### src/rtl/audio_mclk_div_pkg.sv
`timescale 1ns/1ps
package audio_mclk_div_pkg;

   typedef enum logic [1:0] {
      SPD_SINGLE = 2'b00,
      SPD_DOUBLE = 2'b01,
      SPD_QUAD   = 2'b10,
      SPD_UNUSED = 2'b11
   } speed_e;

   // extra octaves of master clock above the minimum ratio, per speed class
   function automatic int unsigned speed_octaves(input speed_e s);
      case (s)
         SPD_SINGLE: return 2;
         SPD_DOUBLE: return 1;
         default:    return 0;
      endcase
   endfunction

endpackage

### src/rtl/audio_mclk_div_cfg.sv
`timescale 1ns/1ps
module audio_mclk_div_cfg
   import audio_mclk_div_pkg::*;
#(
   parameter int LOG_FB = 6,
   parameter int LGW    = 4
) (
   input  logic [1:0]     speed_i,
   input  logic           fast_i,
   input  logic           master_i,
   output logic [LGW-1:0] lg_o,
   output logic           bad_o
);

   speed_e spd;

   always_comb begin
      spd   = speed_e'(speed_i);
      lg_o  = LGW'(LOG_FB) + LGW'(speed_octaves(spd)) + LGW'(fast_i);
      bad_o = 1'b0;
      case (spd)
         SPD_UNUSED: begin
            bad_o = 1'b1;
            lg_o  = LGW'(LOG_FB + 2);
         end
         SPD_QUAD: bad_o = !fast_i && !master_i;
         default:  bad_o = 1'b0;
      endcase
   end

endmodule

### src/rtl/audio_mclk_div_ctr.sv
`timescale 1ns/1ps
module audio_mclk_div_ctr #(
   parameter int CNT_W  = 9,
   parameter int LGW    = 4,
   parameter int LG_RST = 6
) (
   input  logic             clk_i,
   input  logic             rst_ni,
   input  logic [LGW-1:0]   lg_next_i,
   input  logic             bad_next_i,
   output logic             run_o,
   output logic [CNT_W-1:0] cnt_o,
   output logic [LGW-1:0]   lg_o,
   output logic             err_o
);

   logic             start_q, run_q, err_q;
   logic [CNT_W-1:0] cnt_q, lim;
   logic [LGW-1:0]   lg_q;
   logic             last, load;

   // last count of the active frame length, 2**lg_q - 1
   always_comb begin
      for (int i = 0; i < CNT_W; i++) begin
         lim[i] = (LGW'(i) < lg_q);
      end
   end

   assign last = (cnt_q == lim);
   assign load = !start_q || (run_q && last);

   always_ff @(posedge clk_i or negedge rst_ni) begin
      if (!rst_ni) begin
         start_q <= 1'b0;
         run_q   <= 1'b0;
         err_q   <= 1'b0;
         cnt_q   <= '0;
         lg_q    <= LGW'(LG_RST);
      end else begin
         start_q <= 1'b1;
         if (load && !err_q) begin
            cnt_q <= '0;
            if (bad_next_i) begin
               err_q <= 1'b1;
               run_q <= 1'b0;
            end else begin
               run_q <= 1'b1;
               lg_q  <= lg_next_i;
            end
         end else if (run_q) begin
            cnt_q <= cnt_q + 1'b1;
         end
      end
   end

   assign run_o = run_q;
   assign cnt_o = cnt_q;
   assign lg_o  = lg_q;
   assign err_o = err_q;

   AST_CNT_IN_RANGE: assert property (@(posedge clk_i) disable iff (!rst_ni)
      cnt_q <= lim);
   AST_CFG_HOLD: assert property (@(posedge clk_i) disable iff (!rst_ni)
      (start_q && run_q && !last) |=> $stable(lg_q));
   AST_ERR_STICKY: assert property (@(posedge clk_i) disable iff (!rst_ni)
      err_q |=> (err_q && !run_q));

endmodule

### src/rtl/audio_mclk_div_out.sv
`timescale 1ns/1ps
module audio_mclk_div_out #(
   parameter int CNT_W  = 9,
   parameter int LGW    = 4,
   parameter int LOG_FB = 6
) (
   input  logic             clk_i,
   input  logic             rst_ni,
   input  logic             run_i,
   input  logic [CNT_W-1:0] cnt_i,
   input  logic [LGW-1:0]   lg_i,
   output logic             lrck_o,
   output logic             sclk_o,
   output logic             frame_start_o
);

   logic [CNT_W:0] lr_tap, sc_tap;
   logic           pos_q, neg_q, fine;

   assign lr_tap[0] = 1'b0;
   assign sc_tap[0] = 1'b0;

   for (genvar g = 1; g <= CNT_W; g++) begin : g_tap
      assign lr_tap[g] = cnt_i[g-1];
      if (g > LOG_FB) begin : g_sc
         assign sc_tap[g] = cnt_i[g-LOG_FB-1];
      end else begin : g_nosc
         assign sc_tap[g] = 1'b0;
      end
   end

   // dual-edge pair: pos_q ^ neg_q follows the master clock level
   always_ff @(posedge clk_i or negedge rst_ni) begin
      if (!rst_ni) pos_q <= 1'b0;
      else         pos_q <= !pos_q;
   end

   always_ff @(negedge clk_i or negedge rst_ni) begin
      if (!rst_ni) neg_q <= 1'b0;
      else         neg_q <= pos_q;
   end

   assign fine          = run_i && (lg_i == LGW'(LOG_FB));
   assign lrck_o        = run_i && lr_tap[lg_i];
   assign sclk_o        = fine ? !(pos_q ^ neg_q) : (run_i && sc_tap[lg_i]);
   assign frame_start_o = run_i && (cnt_i == '0);

   AST_FALL_PULSE: assert property (@(posedge clk_i) disable iff (!rst_ni)
      (run_i && $fell(lrck_o)) |-> frame_start_o);
   AST_PULSE_LEFT: assert property (@(posedge clk_i) disable iff (!rst_ni)
      frame_start_o |=> !lrck_o);

endmodule

### src/rtl/audio_mclk_div.sv
`timescale 1ns/1ps
module audio_mclk_div #(
   parameter int FRAME_BITS = 64
) (
   input  logic       mclk_i,
   input  logic       rst_ni,
   input  logic [1:0] speed_i,
   input  logic       fast_i,
   input  logic       master_i,
   output logic       lrck_o,
   output logic       sclk_o,
   output logic       frame_start_o,
   output logic       err_o
);

   localparam int LOG_FB = $clog2(FRAME_BITS);
   localparam int CNT_W  = LOG_FB + 3;
   localparam int LGW    = $clog2(CNT_W + 1);

   if (FRAME_BITS < 2 || (1 << LOG_FB) != FRAME_BITS) begin : g_chk_fb
      $error("FRAME_BITS must be a power of two of at least 2");
   end

   logic [LGW-1:0]   lg_next, lg_act;
   logic             bad_next, run;
   logic [CNT_W-1:0] cnt;

   audio_mclk_div_cfg #(.LOG_FB(LOG_FB), .LGW(LGW)) u_cfg (
      .speed_i (speed_i),
      .fast_i  (fast_i),
      .master_i(master_i),
      .lg_o    (lg_next),
      .bad_o   (bad_next)
   );

   audio_mclk_div_ctr #(.CNT_W(CNT_W), .LGW(LGW), .LG_RST(LOG_FB)) u_ctr (
      .clk_i     (mclk_i),
      .rst_ni    (rst_ni),
      .lg_next_i (lg_next),
      .bad_next_i(bad_next),
      .run_o     (run),
      .cnt_o     (cnt),
      .lg_o      (lg_act),
      .err_o     (err_o)
   );

   audio_mclk_div_out #(.CNT_W(CNT_W), .LGW(LGW), .LOG_FB(LOG_FB)) u_out (
      .clk_i        (mclk_i),
      .rst_ni       (rst_ni),
      .run_i        (run),
      .cnt_i        (cnt),
      .lg_i         (lg_act),
      .lrck_o       (lrck_o),
      .sclk_o       (sclk_o),
      .frame_start_o(frame_start_o)
   );

   AST_ERR_QUIET: assert property (@(posedge mclk_i) disable iff (!rst_ni)
      err_o |-> (!lrck_o && !frame_start_o));

endmodule

### config.mk
export PLATFORM = sky130hd
export DESIGN_NAME = audio_mclk_div
export DESIGN_NICKNAME = d
export VERILOG_FILES = /design/src/rtl/audio_mclk_div_pkg.sv /design/src/rtl/audio_mclk_div_cfg.sv /design/src/rtl/audio_mclk_div_ctr.sv /design/src/rtl/audio_mclk_div_out.sv /design/src/rtl/audio_mclk_div.sv
export SDC_FILE = /design/constraint.sdc
export NUM_CORES = 1
export LEC_CHECK = 0
export BUFFER_PORTS_ARGS = -buffer_cell sky130_fd_sc_hd__buf_2
export CAP_MARGIN = 20
export CORE_MARGIN = 2
export CORE_UTILIZATION = 55
export CTS_CLUSTER_SIZE = 20
export DETAILED_ROUTE_END_ITERATION = 8
export GPL_ROUTABILITY_DRIVEN = 0
export PLACE_DENSITY = 0.72
export SKIP_LAST_GASP = 1
export SLEW_MARGIN = 5
export SYNTH_ARGS = -nofsm -noshare
export SYNTH_HDL_FRONTEND = slang
export SYNTH_SLANG_ARGS = --single-unit
### constraint.sdc
create_clock -name mclk_i -period 2.9 [get_ports mclk_i]
set_input_delay 0.58 -clock mclk_i [delete_from_list [all_inputs] [get_ports mclk_i]]
set_output_delay 0.58 -clock mclk_i [all_outputs]
set_load 0.05 [all_outputs]
**Word-level counts from Yosys, hierarchy flattened**

Index checks and enable logic that the tools add are counted.

- Bits in registers: 18
- Bits of input ports: 6
- Output and inout port bits: 4
- Word-level logic and storage cells: 57

- $add $sub $neg: 3
- Order comparisons: 10
- Eq/ne operators: 5
- Muxes and demuxes: 11
- Bitwise logic cells: 2
- Reduce and logical (&&, ||, !) cells: 19

Operators by type and width:

| cell | number |
|---|---|
| $mux 9 | 2 |
| $lt 3x4->1 const A | 4 |
| $add 9x1->9 const B | 1 |
| $eq 9x9->1 | 1 |
| $logic_not 9->1 | 1 |
| $bmux 1 s4 | 2 |
| $lt 1x4->1 const A | 2 |
| $lt 2x4->1 const A | 2 |
| $logic_and 1x1->1 | 7 |
| $logic_not 1->1 | 6 |
| $lt 4x5->1 const B | 1 |
| $add 3x2->4 const A | 1 |
| $add 4x1->4 | 1 |
| $eq 2x2->1 const B | 2 |
| $eq 4x3->1 const B | 1 |
| $lt 4x4->1 const A | 1 |
| $mux 1 | 4 |
| $mux 4 | 1 |
| $pmux 2 s2 | 1 |
| $reduce_and 2->1 | 2 |
| $eq 2x1->1 const B | 1 |
| $logic_not 2->1 | 1 |
| $pmux 1 s2 | 1 |
| $reduce_bool 2->1 | 1 |
| other kinds (3) | 3 |

**Logic depth before layout (Yosys ltp)**

Gate-level depths: netlist of the first run.

- Depth after elaboration: 6
- Mapped depth: 8
- Mapped depth without buffers: 7

**Modules after synthesis**

A second synthesis of the first run with hierarchy kept.

- Cell total of the unflattened synthesis: 134
- Area total of the unflattened synthesis: 1256.2 µm²

Modules (own cells, without submodules):

| module | instances | cells an instance | area an instance (µm²) | sequential area each (µm²) |
|---|---|---|---|---|
| audio_mclk_div_ctr | 1 | 100 | 952.2 | 402.9 |
| audio_mclk_div_out | 1 | 22 | 224.0 | 50.0 |
| audio_mclk_div_cfg | 1 | 12 | 80.1 | 0.0 |

==> results of run 1 <==
## layout by cell type, fill, tap and decap left out, types with 4 or more instances in the layout
cell	count
a21oi_1	9
inv_1	6
nor4_1	4
nor2_1	17
dfrtp_1	15
buf_4	4
nand2_1	7
ha_1	4
xor2_1	4
buf_2	8
xnor2_1	4
nand3_1	5
## cells by family after synthesis
family	after synthesis	share of synthesized area
other	1	0.002854
adders and majority gates	4	0.03810
DFF	18	0.3448
AOI/OAI and AO/OA	34	0.2067
muxes	4	0.04095
buffers and inverters	18	0.07809
and+or+nand+nor	55	0.2352
xor gates and xnor gates	8	0.05333
## cell type report
cell class / instances / area [um2] / share of cell area
Clock buffer: 4 / 36.28 / 0.02601
Inverter: 6 / 22.52 / 0.01614
Multi-Input combinational cell: 106 / 763.2 / 0.5471
Sequential cell: 18 / 452.9 / 0.3247
Tap cell: 28 / 35.03 / 0.02511
Timing Repair Buffer: 13 / 85.08 / 0.06099
## worst register-to-register path, stage by stage, from the launching register on
cell and delay (ps):
dfrtp_1 490, nor4_1 340, mux2_2 380, a211o_1 280, or4_4 550, a32o_1 220
## registers in the layout, indices dropped and copies added, names as in the netlist
name           count
u_ctr.err_o        1
u_out.pos_q        1
u_out.neg_q        1
u_ctr.start_q      1
u_ctr.lg_o         4
u_ctr.cnt_o        9
u_ctr.run_o        1
## per-stage QoR
| stage | total power (W) | area, um2 | hold slack [ps] | setup WS (ps) |
|---|---|---|---|---|
| 4_1_cts | 0.001217 | 1395 | 259.3 | -405.9 |
| 3_3_place_gp | 0.001026 | 1349 | 461.2 | -109.7 |
| 6_report | 0.001211 | 1395 | 259.8 | -389.6 |
| 2_1_floorplan | 0.0009784 | 1319 | 284.4 | 51.11 |
| 5_1_grt | 0.001319 | 1395 | 264.0 | -455.3 |
| 3_5_place_dp | 0.001040 | 1349 | 459.8 | -122.5 |
## layer usage
layer / track usage / share of wire / up-vias
li1: - / - / 523
met1: 0.3005 / 0.47 / 495
met2: 0.3354 / 0.46 / 40
met3: 0.05650 / 0.064 / 3
met4: 0.06410 / 0.0041 / 0
met5: 0 / 0 / -
## worst paths after layout
check | from | to | slack [ps]
max reg2reg | u_ctr.lg_o[0] | u_ctr.lg_o[0] | 520
min in group mclk_i | u_out.pos_q | u_out.pos_q | 470
min | rst_ni | u_ctr.cnt_o[7] | 260
min reg2reg | u_out.pos_q | u_out.pos_q | 470
max | u_out.neg_q | sclk_o | -390
max in group asynchronous | rst_ni | u_out.neg_q | 1370
## power groups by stage
stage,logic (W),registers (W),clock network [W]
after floorplan,0.000595,0.000383,0
after global placement,0.000495,0.000531,0
after detailed placement,0.000506,0.000534,0
after CTS,0.000526,0.000531,0.000161
after global routing,0.000593,0.000554,0.000172
final,0.000524,0.000533,0.000154
## what timing repair did
action	in CTS	in global routing
cloned	0	0
setup endpoints to repair	1	1
resized for setup	3	0
pin swaps	1	0
==> impl_metrics.yaml, run 1 <==
critical_path:
  crit_cells: 4
  crit_fanout: 1
  critPathMaxStageDelay_ps: 410
  worstPathCellList: "xor2_1 > nand3_1 > and3_4 > buf_8"
  path_buf_inv: 1
  crit_family: "flip-flops"
  cp_data_arrival_time_ps: 2710
  cp-end-kind: "primary output"
  critPathRequiredTime_ps: 2320
  rr_worst_depth: 5
  start_kind: "flop"
  critPathSlowestCell: "dfrtn_1"
  crit_type: "flop to primary output"
synthesis:
  synth_nets: 152
  synth_area_leaders: "dfrtp_1 (29%), nor2_1 (4.9%), dfstp_2 (4.0%)"
  synth-edff-count: 0
  synthTopCellsByCount: "nor2_1 (17), dfrtp_1 (15), a21oi_1 (9)"
  ys_types: 57
  synthesis.instances: 142
  synth_largest_area_cell: "dfrtp_1"
  synth_ff_type: "dfrtp_1"
  synth_area_per_cell_um2: 9.252
  yosysMostFrequentCell: "nor2_1"
  async_flop_share: 1.000
  ys_seq_area_frac: 0.3448
  ys_warn_count: 0
  ys_seq_elements: 18
  syn_area_mm2: 0.001314
  synth_top_area_frac: 0.2857
routing:
  drt_iter0_drc: 28
  post-route-drc-count: 0
  vias: 1061
  wire_per_inst_um: 14.10
  vias_per_cell: 6.063
  drtPass1Iterations: 4
  routed_wl_um: 2467
  drtAntennaViolNets: 0
cts:
  path_clk_slew_ps: 100
  cts_inserted_buffers: 3
  clock-root-buffer: "clkbuf_4"
  cts_tree: "built"
  worstSkewPairLatency_ps: 290
  clk_path_buf_depth: 2
  htreeDepth: 1
  postCtsSetupRepairBufs: 0
  holdBufCountCts: 0
  clock_sinks: 18
placement:
  dp_cells: 171
  dp_hpwl_um: 1838
  io_buffers: 9
outcome:
  violations: "setup timing"
  status: "finished with violations"
sta:
  tns_ps: -389.6
  tightestPinTransition_ps: 499.3
  finalSetupViolCount: 1
  hold_viol: 0
  slew_headroom: 0.6664
  drv_slew: 0
  layout_setup_ws_ps: -389.6
  rsz0062_at_grt: "true"
  fin_skew_ps: 2.462
layout:
  fin_util: 0.6247
  fill_cells: 202
  drive_gt1_frac: 0.2109
  syn2layout_area_growth_pct: 6.191
  antenna_cells: 0
  final_nets: 158
  fin_cells: 175
power_and_ir_drop:
  p_leak_nw: 0.5763
  p_per_area_mw_per_mm2: 868.1
  p_sw_w: 0.0005370
  seq_power_share: 0.440
  pwr-share-comb: 0.433
  switching_share: 0.4434
  p_int_w: 0.0006741
  power_frac_clock: 0.127
  ir_worst_vdd_mv: 0.6663
floorplanning:
  start_util: 0.5882
  die-area_mm2: 0.002796
  die_w_um: 52.88
  core_mm2: 0.002233
  io_pins: 10
  rows: 17
  die-height_um: 52.88
global_routing:
  grt_pass1_wl_um: 4485
  antenna_found_initial: 0
  grt_pass1_vias: 1018
  grt_max_degree: 18
  grt_usage: 0.2181
  gr-total-overflow: 0
run:
  drv_cap: 0
hold_path:
  hp-class: "primary input to async pin"
Power figures use the tool's default switching activity.
==> run 2: changes to the inputs <==
--- a/config.mk
+++ b/config.mk
@@ -7,7 +7,7 @@
 export LEC_CHECK = 0
 export BUFFER_PORTS_ARGS = -buffer_cell sky130_fd_sc_hd__buf_2
 export CAP_MARGIN = 20
-export CORE_MARGIN = 2
+export CORE_MARGIN = 3
 export CORE_UTILIZATION = 55
 export CTS_CLUSTER_SIZE = 20
 export DETAILED_ROUTE_END_ITERATION = 8
==> run 2 against run 1 <==
The flow still finishes with violations (setup timing). Design area decreased by 0.45%. Combinational power down 3%. Sequential cell count stayed put. Non-clock buffer count down 1. Critical path depth is the same. Power decreased by 0.72%. Global-route usage is 0.54 points lower. Sequential share of layout area grew 0.24 points. Register-to-register slack got worse by 50 ps. Clock skew is 11 ps higher. Worst hold slack improved by 5.0 ps. Sequential power is 2% higher. Critical path type unchanged.
==> impl_metrics.yaml, run 2 (synthesis gave the netlist of run 1 again) <==
critical_path:
  crit_fanout: 1
  cp_data_arrival_time_ps: 2700
  cp-end-kind: "primary output"
  crit_type: "flop to primary output"
  start_kind: "flop"
  critPathRequiredTime_ps: 2320
outcome:
  status: "finished with violations"
  violations: "setup timing"
layout:
  largest_reg_flops: 9
  syn2layout_area_growth_pct: 5.714
  fin_util: 0.6218
  drive_gt1_frac: 0.2123
  final_nets: 157
  final_cell_mix: "nor2_1 (17), dfrtp_1 (14), a21oi_1 (9), buf_2 (8), nand2_1 (7)"
  final_common_cell: "nor2_1"
  antenna_cells: 0
  fin_cells: 174
cts:
  worstSkewPairLatency_ps: 300
  clock-root-buffer: "clkbuf_4"
  cts_inserted_buffers: 3
  clock_sinks: 18
  path_clk_slew_ps: 110
  cts_tree: "built"
  clk_path_buf_depth: 2
  htreeDepth: 1
  postCtsSetupRepairBufs: 0
  holdBufCountCts: 0
routing:
  vias_per_cell: 5.994
  post-route-drc-count: 0
  wire_per_inst_um: 14.68
  drt_iter0_drc: 21
  drtPass1Iterations: 4
  drtAntennaViolNets: 0
  routed_wl_um: 2555
  vias: 1043
floorplanning:
  io_pins: 10
  die_w_um: 54.88
  die-area_mm2: 0.003011
  rows: 17
  core_mm2: 0.002233
  die-height_um: 54.88
  start_util: 0.5882
placement:
  dp_hpwl_um: 1837
  dp_cells: 170
  io_buffers: 9
global_routing:
  grt_max_degree: 18
  gr-total-overflow: 0
  grt_pass1_vias: 1004
  grt_pass1_wl_um: 4588
  grt_usage: 0.2127
  antenna_found_initial: 0
sta:
  whs_ps: 264.8
  tns_ps: -376.5
  finalSetupViolCount: 1
  fin_skew_ps: 13.91
  tightestPinTransition_ps: 506.5
  layout_setup_ws_ps: -376.5
  drv_slew: 0
  hold_viol: 0
  rsz0062_at_grt: "true"
  slew_headroom: 0.6601
hold_path:
  hp-class: "primary input to async pin"
run:
  drv_cap: 0
power_and_ir_drop:
  p_total_w: 0.001202
  ir_worst_vdd_mv: 0.5756
  p_per_area_mw_per_mm2: 865.7
  p_leak_nw: 0.5701
==> run 2: cell types whose count changed in the layout (fill, tap and decap cells not counted) <==
cell / delta
buf_4: -1
dfrtp_1: -1
dfrtp_2: +1
==> run 2: routing by layer <==
layer | GRT usage | vias up | share of wire
met2 | 0.3169 | 13 | 0.46
met3 | 0.05722 | 2 | 0.031
met1 | 0.2957 | 508 | 0.50
met5 | 0 | - | 0
li1 | - | 520 | -
met4 | 0.07054 | 0 | 0.011
==> run 2: worst paths after layout <==
path                       cells after the start     startpoint  slack (ps)             end
min in group mclk_i                            1    u_out.pos_q         490     u_out.pos_q
max reg2reg                                    5  u_ctr.lg_o[0]         470   u_ctr.lg_o[0]
min reg2reg                                    1    u_out.pos_q         490     u_out.pos_q
min                                            2         rst_ni         260  u_ctr.cnt_o[6]
max in group asynchronous                      1         rst_ni        1350     u_out.neg_q
max                                            4    u_out.neg_q        -380          sclk_o
==> run 2: power breakdown <==
| group | switching (W) | total, W | internal [W] | leakage (nW) |
|---|---|---|---|---|
| clock | 0.0000765 | 0.000153 | 0.0000765 | 0.0210 |
| combinational | 0.000248 | 0.000506 | 0.000258 | 0.336 |
| sequential | 0.000210 | 0.000543 | 0.000333 | 0.213 |
==> run 2: timing repair <==
item                       CTS  global route
hold endpoints to repair     0             0
setup endpoints to repair    1             2
gates cloned                 0             0
resized for setup            3             1
pin swaps                    1             0
==> run 2: layout make-up <==
cell class              count  area (um2)
flip-flops and latches     18       454.2
clock buffers               4       36.28
inverters                   6       22.52
well taps                  28       35.03
multi-input cells         106       763.2
fillers                   198       844.6
repair buffers             12       77.57
==> run 2: worst max-delay path, cell delays in order, from the launching register on <==
cell	delay [ps]
dfrtn_1	400
xor2_1	140
nand3_1	80
and3_4	190
buf_8	140
==> run 2: metrics by stage <==
step / setup WS, ps / area, um2
after floorplan: 51.11 / 1319
after global placement: -108.6 / 1341
after detailed placement: -116.8 / 1341
after CTS: -391.6 / 1388
after global routing: -459.1 / 1389
final: -376.5 / 1389
==> run 3: changes to the inputs <==
--- a/config.mk
+++ b/config.mk
@@ -17,4 +17,5 @@
 export SLEW_MARGIN = 5
 export SYNTH_ARGS = -nofsm -noshare
 export SYNTH_HDL_FRONTEND = slang
+export SYNTH_HIERARCHICAL = 1
 export SYNTH_SLANG_ARGS = --single-unit
==> run 3 against run 2 <==
Die area fell by 3.9%. Critical path depth rose by 1. Combinational power fell by 6.5%. Synthesized area fell by 4.4%. The run still ends with setup timing left. Via count fell by 5.5%. Routed wire length fell by 4.7%. Design area fell by 1.1%. Final cell count fell by 2.9%. Sequential share of layout area rose by 0.27 points. Sequential cell count did not move. Power fell by 5.5%. First-iteration DRC count fell by 9.5%.
==> impl_metrics.yaml, run 3 <==
global_routing:
  grt_pass1_wl_um: 4243
  grt_pass1_vias: 963
  grt_usage: 0.1980
  antenna_found_initial: 0
  grt_max_degree: 21
  gr-total-overflow: 0
power_and_ir_drop:
  pwr-share-comb: 0.416
  p_total_w: 0.001137
  p_per_area_mw_per_mm2: 827.3
  seq_power_share: 0.449
  switching_share: 0.4462
  ir_worst_vdd_mv: 0.5597
  p_sw_w: 0.0005071
  p_int_w: 0.0006294
  p_leak_nw: 0.5623
  power_frac_clock: 0.135
placement:
  dp_hpwl_um: 1742
  dpl_cell_area_mm2: 0.001325
  io_buffers: 9
critical_path:
  cp_data_arrival_time_ps: 2850
  worstReg2RegStart: "u_ctr/lg_o[3]"
  critPathSlowestCell: "dfrtn_1"
  critPathRequiredTime_ps: 2320
  crit_type: "flop to primary output"
  start_kind: "flop"
  worstPathCellList: "xor2_1 > o21ai_1 > a31oi_2 > nor2b_4 > buf_6"
  critPathMaxStageDelay_ps: 410
  path_buf_inv: 1
  crit_family: "flip-flops"
  crit_fanout: 1
  cp-end-kind: "primary output"
  startpoint: "u_out/neg_q"
cts:
  clock-root-buffer: "clkbuf_4"
  cts_inserted_buffers: 3
  clock_sinks: 18
  worstSkewPairLatency_ps: 290
  clk_path_buf_depth: 2
  cts_tree: "built"
  path_clk_slew_ps: 110
  postCtsSetupRepairBufs: 0
  htreeDepth: 1
floorplanning:
  core_mm2: 0.002062
  die_w_um: 53.79
  start_util: 0.6092
  die-area_mm2: 0.002893
  rows: 16
  io_pins: 10
  die-height_um: 53.79
layout:
  drive_gt1_frac: 0.2324
  final_common_cell: "nor2_1"
  final_cell_mix: "nor2_1 (17), dfrtp_1 (15), buf_2 (8), nand2_1 (8), inv_1 (7)"
  antenna_cells: 0
  largest_reg_flops: 9
  syn2layout_area_growth_pct: 9.363
  fin_util: 0.6663
  final_cell_area_mm2: 0.001374
  final_nets: 152
routing:
  wire_per_inst_um: 14.41
  routed_wl_um: 2436
  drt_iter0_drc: 19
  drtAntennaViolNets: 0
  drtPass1Iterations: 5
  post-route-drc-count: 0
  vias: 986
  vias_per_cell: 5.834
synthesis:
  synth_top_area_frac: 0.2988
  synth_area_leaders: "dfrtp_1 (30%), nor2_1 (5.1%), dfstp_2 (4.2%)"
  synth_nets: 143
  syn_area_mm2: 0.001256
  synth-compound-area-share: 0.1873
  async_flop_share: 1.000
  synthesis.instances: 134
  synth_ff_type: "dfrtp_1"
  synth_area_per_cell_um2: 9.375
  ys_seq_area_frac: 0.3606
  ys_warn_count: 6
  ys_types: 51
  synth_largest_area_cell: "dfrtp_1"
  ys_seq_elements: 18
  synthSimpleGateAreaFrac: 0.2141
  synth_adder_area_share: 0.02988
  synthTopCellsByCount: "nor2_1 (17), dfrtp_1 (15), nand2_1 (8)"
  yosysMostFrequentCell: "nor2_1"
  synth_top_family_by_area: "simple AND/OR/NAND/NOR gates"
  synth-edff-count: 0
  synth_xor_area_frac: 0.07669
  muxShareOfSynthArea: 0.08167
sta:
  whs_ps: 238.1
  finalSetupViolCount: 1
  hold_viol: 0
  slew_headroom: 0.5854
  tightestPinTransition_ps: 621.9
  fin_skew_ps: 10.85
  layout_setup_ws_ps: -527.9
  tns_ps: -527.9
  drv_slew: 0
  rsz0062_at_grt: "true"
outcome:
  violations: "setup timing"
  status: "finished with violations"
run:
  drv_cap: 0
hold_path:
  hp-class: "primary input to async pin"
-- run 3: cell count changes in the layout (fill, tap and decap cells not counted), sizes merged, moves of 2 or more --
cell	previous run	this run
a21oi	9	5
a211oi	1	3
nor4	5	2
and2b	0	2
nor2	17	19
a22oi	2	0
a31oi	0	2
nor3	1	3
xnor2	4	6
mux2	1	5
a2bb2oi	0	2
o21ai	3	6
and3	3	0
nand3b	2	0
-- run 3: power groups by stage --
stage / Clock (W) / Sequential [W] / Combinational [W]
finish: 0.000153 / 0.000510 / 0.000473
global route: 0.000170 / 0.000525 / 0.000525
CTS: 0.000158 / 0.000506 / 0.000471
detailed placement: 0 / 0.000510 / 0.000462
global placement: 0 / 0.000508 / 0.000445
floorplan: 0 / 0.000418 / 0.000449
-- run 3: path summary, 6_finish.rpt --
kind / endpoint / slack [ps] / depth (start not counted)
setup / recovery: sclk_o / -530 / 5
hold / removal: u_ctr/lg_o[3] / 240 / 2
max in group asynchronous: u_out/neg_q / 1380 / 1
hold reg to reg: u_out/pos_q / 480 / 1
setup reg to reg: u_ctr/lg_o[3] / 580 / 6
min in group mclk_i: u_out/pos_q / 480 / 1
-- run 3: logic make-up after synthesis --
family / count (synthesis)
multiplexers: 8
AO/OA/AOI/OAI: 29
flip-flops: 18
other: 1
XOR/XNOR: 11
AND/OR/NAND/NOR: 50
adder cells (fa/ha/maj): 3
buffers and inverters: 14
-- run 3: timing repair --
action / CTS / global route
pin swaps: 2 / 0
hold buffers: 0 / 0
setup endpoints to repair: 1 / 1
resized for setup: 3 / 0
hold endpoints to repair: 0 / 0
-- run 3: layer usage --
metal	vias to the layer above	part of all wire	track usage
li1	490	-	-
met1	467	0.48	0.2582
met2	25	0.46	0.3306
met3	4	0.047	0.04986
met4	0	0.0070	0.03830
met5	-	0	0
-- run 3: area by class of cell --
cell class                 instances  area (um2)
sequential                        18       452.9
tap                               27       33.78
fill                             174       688.2
clock buffer                       4       36.28
timing repair buffer              11       66.31
multi-input combinational        102       758.2
inverter                           7       26.28
-- run 3: per-stage QoR --
step	instances	setup slack, ps
final	169	-527.9
after global routing	169	-588.9
after CTS	169	-521.2
after detailed placement	165	-307.7
after global placement	165	-275.3
after floorplan	134	-134.1
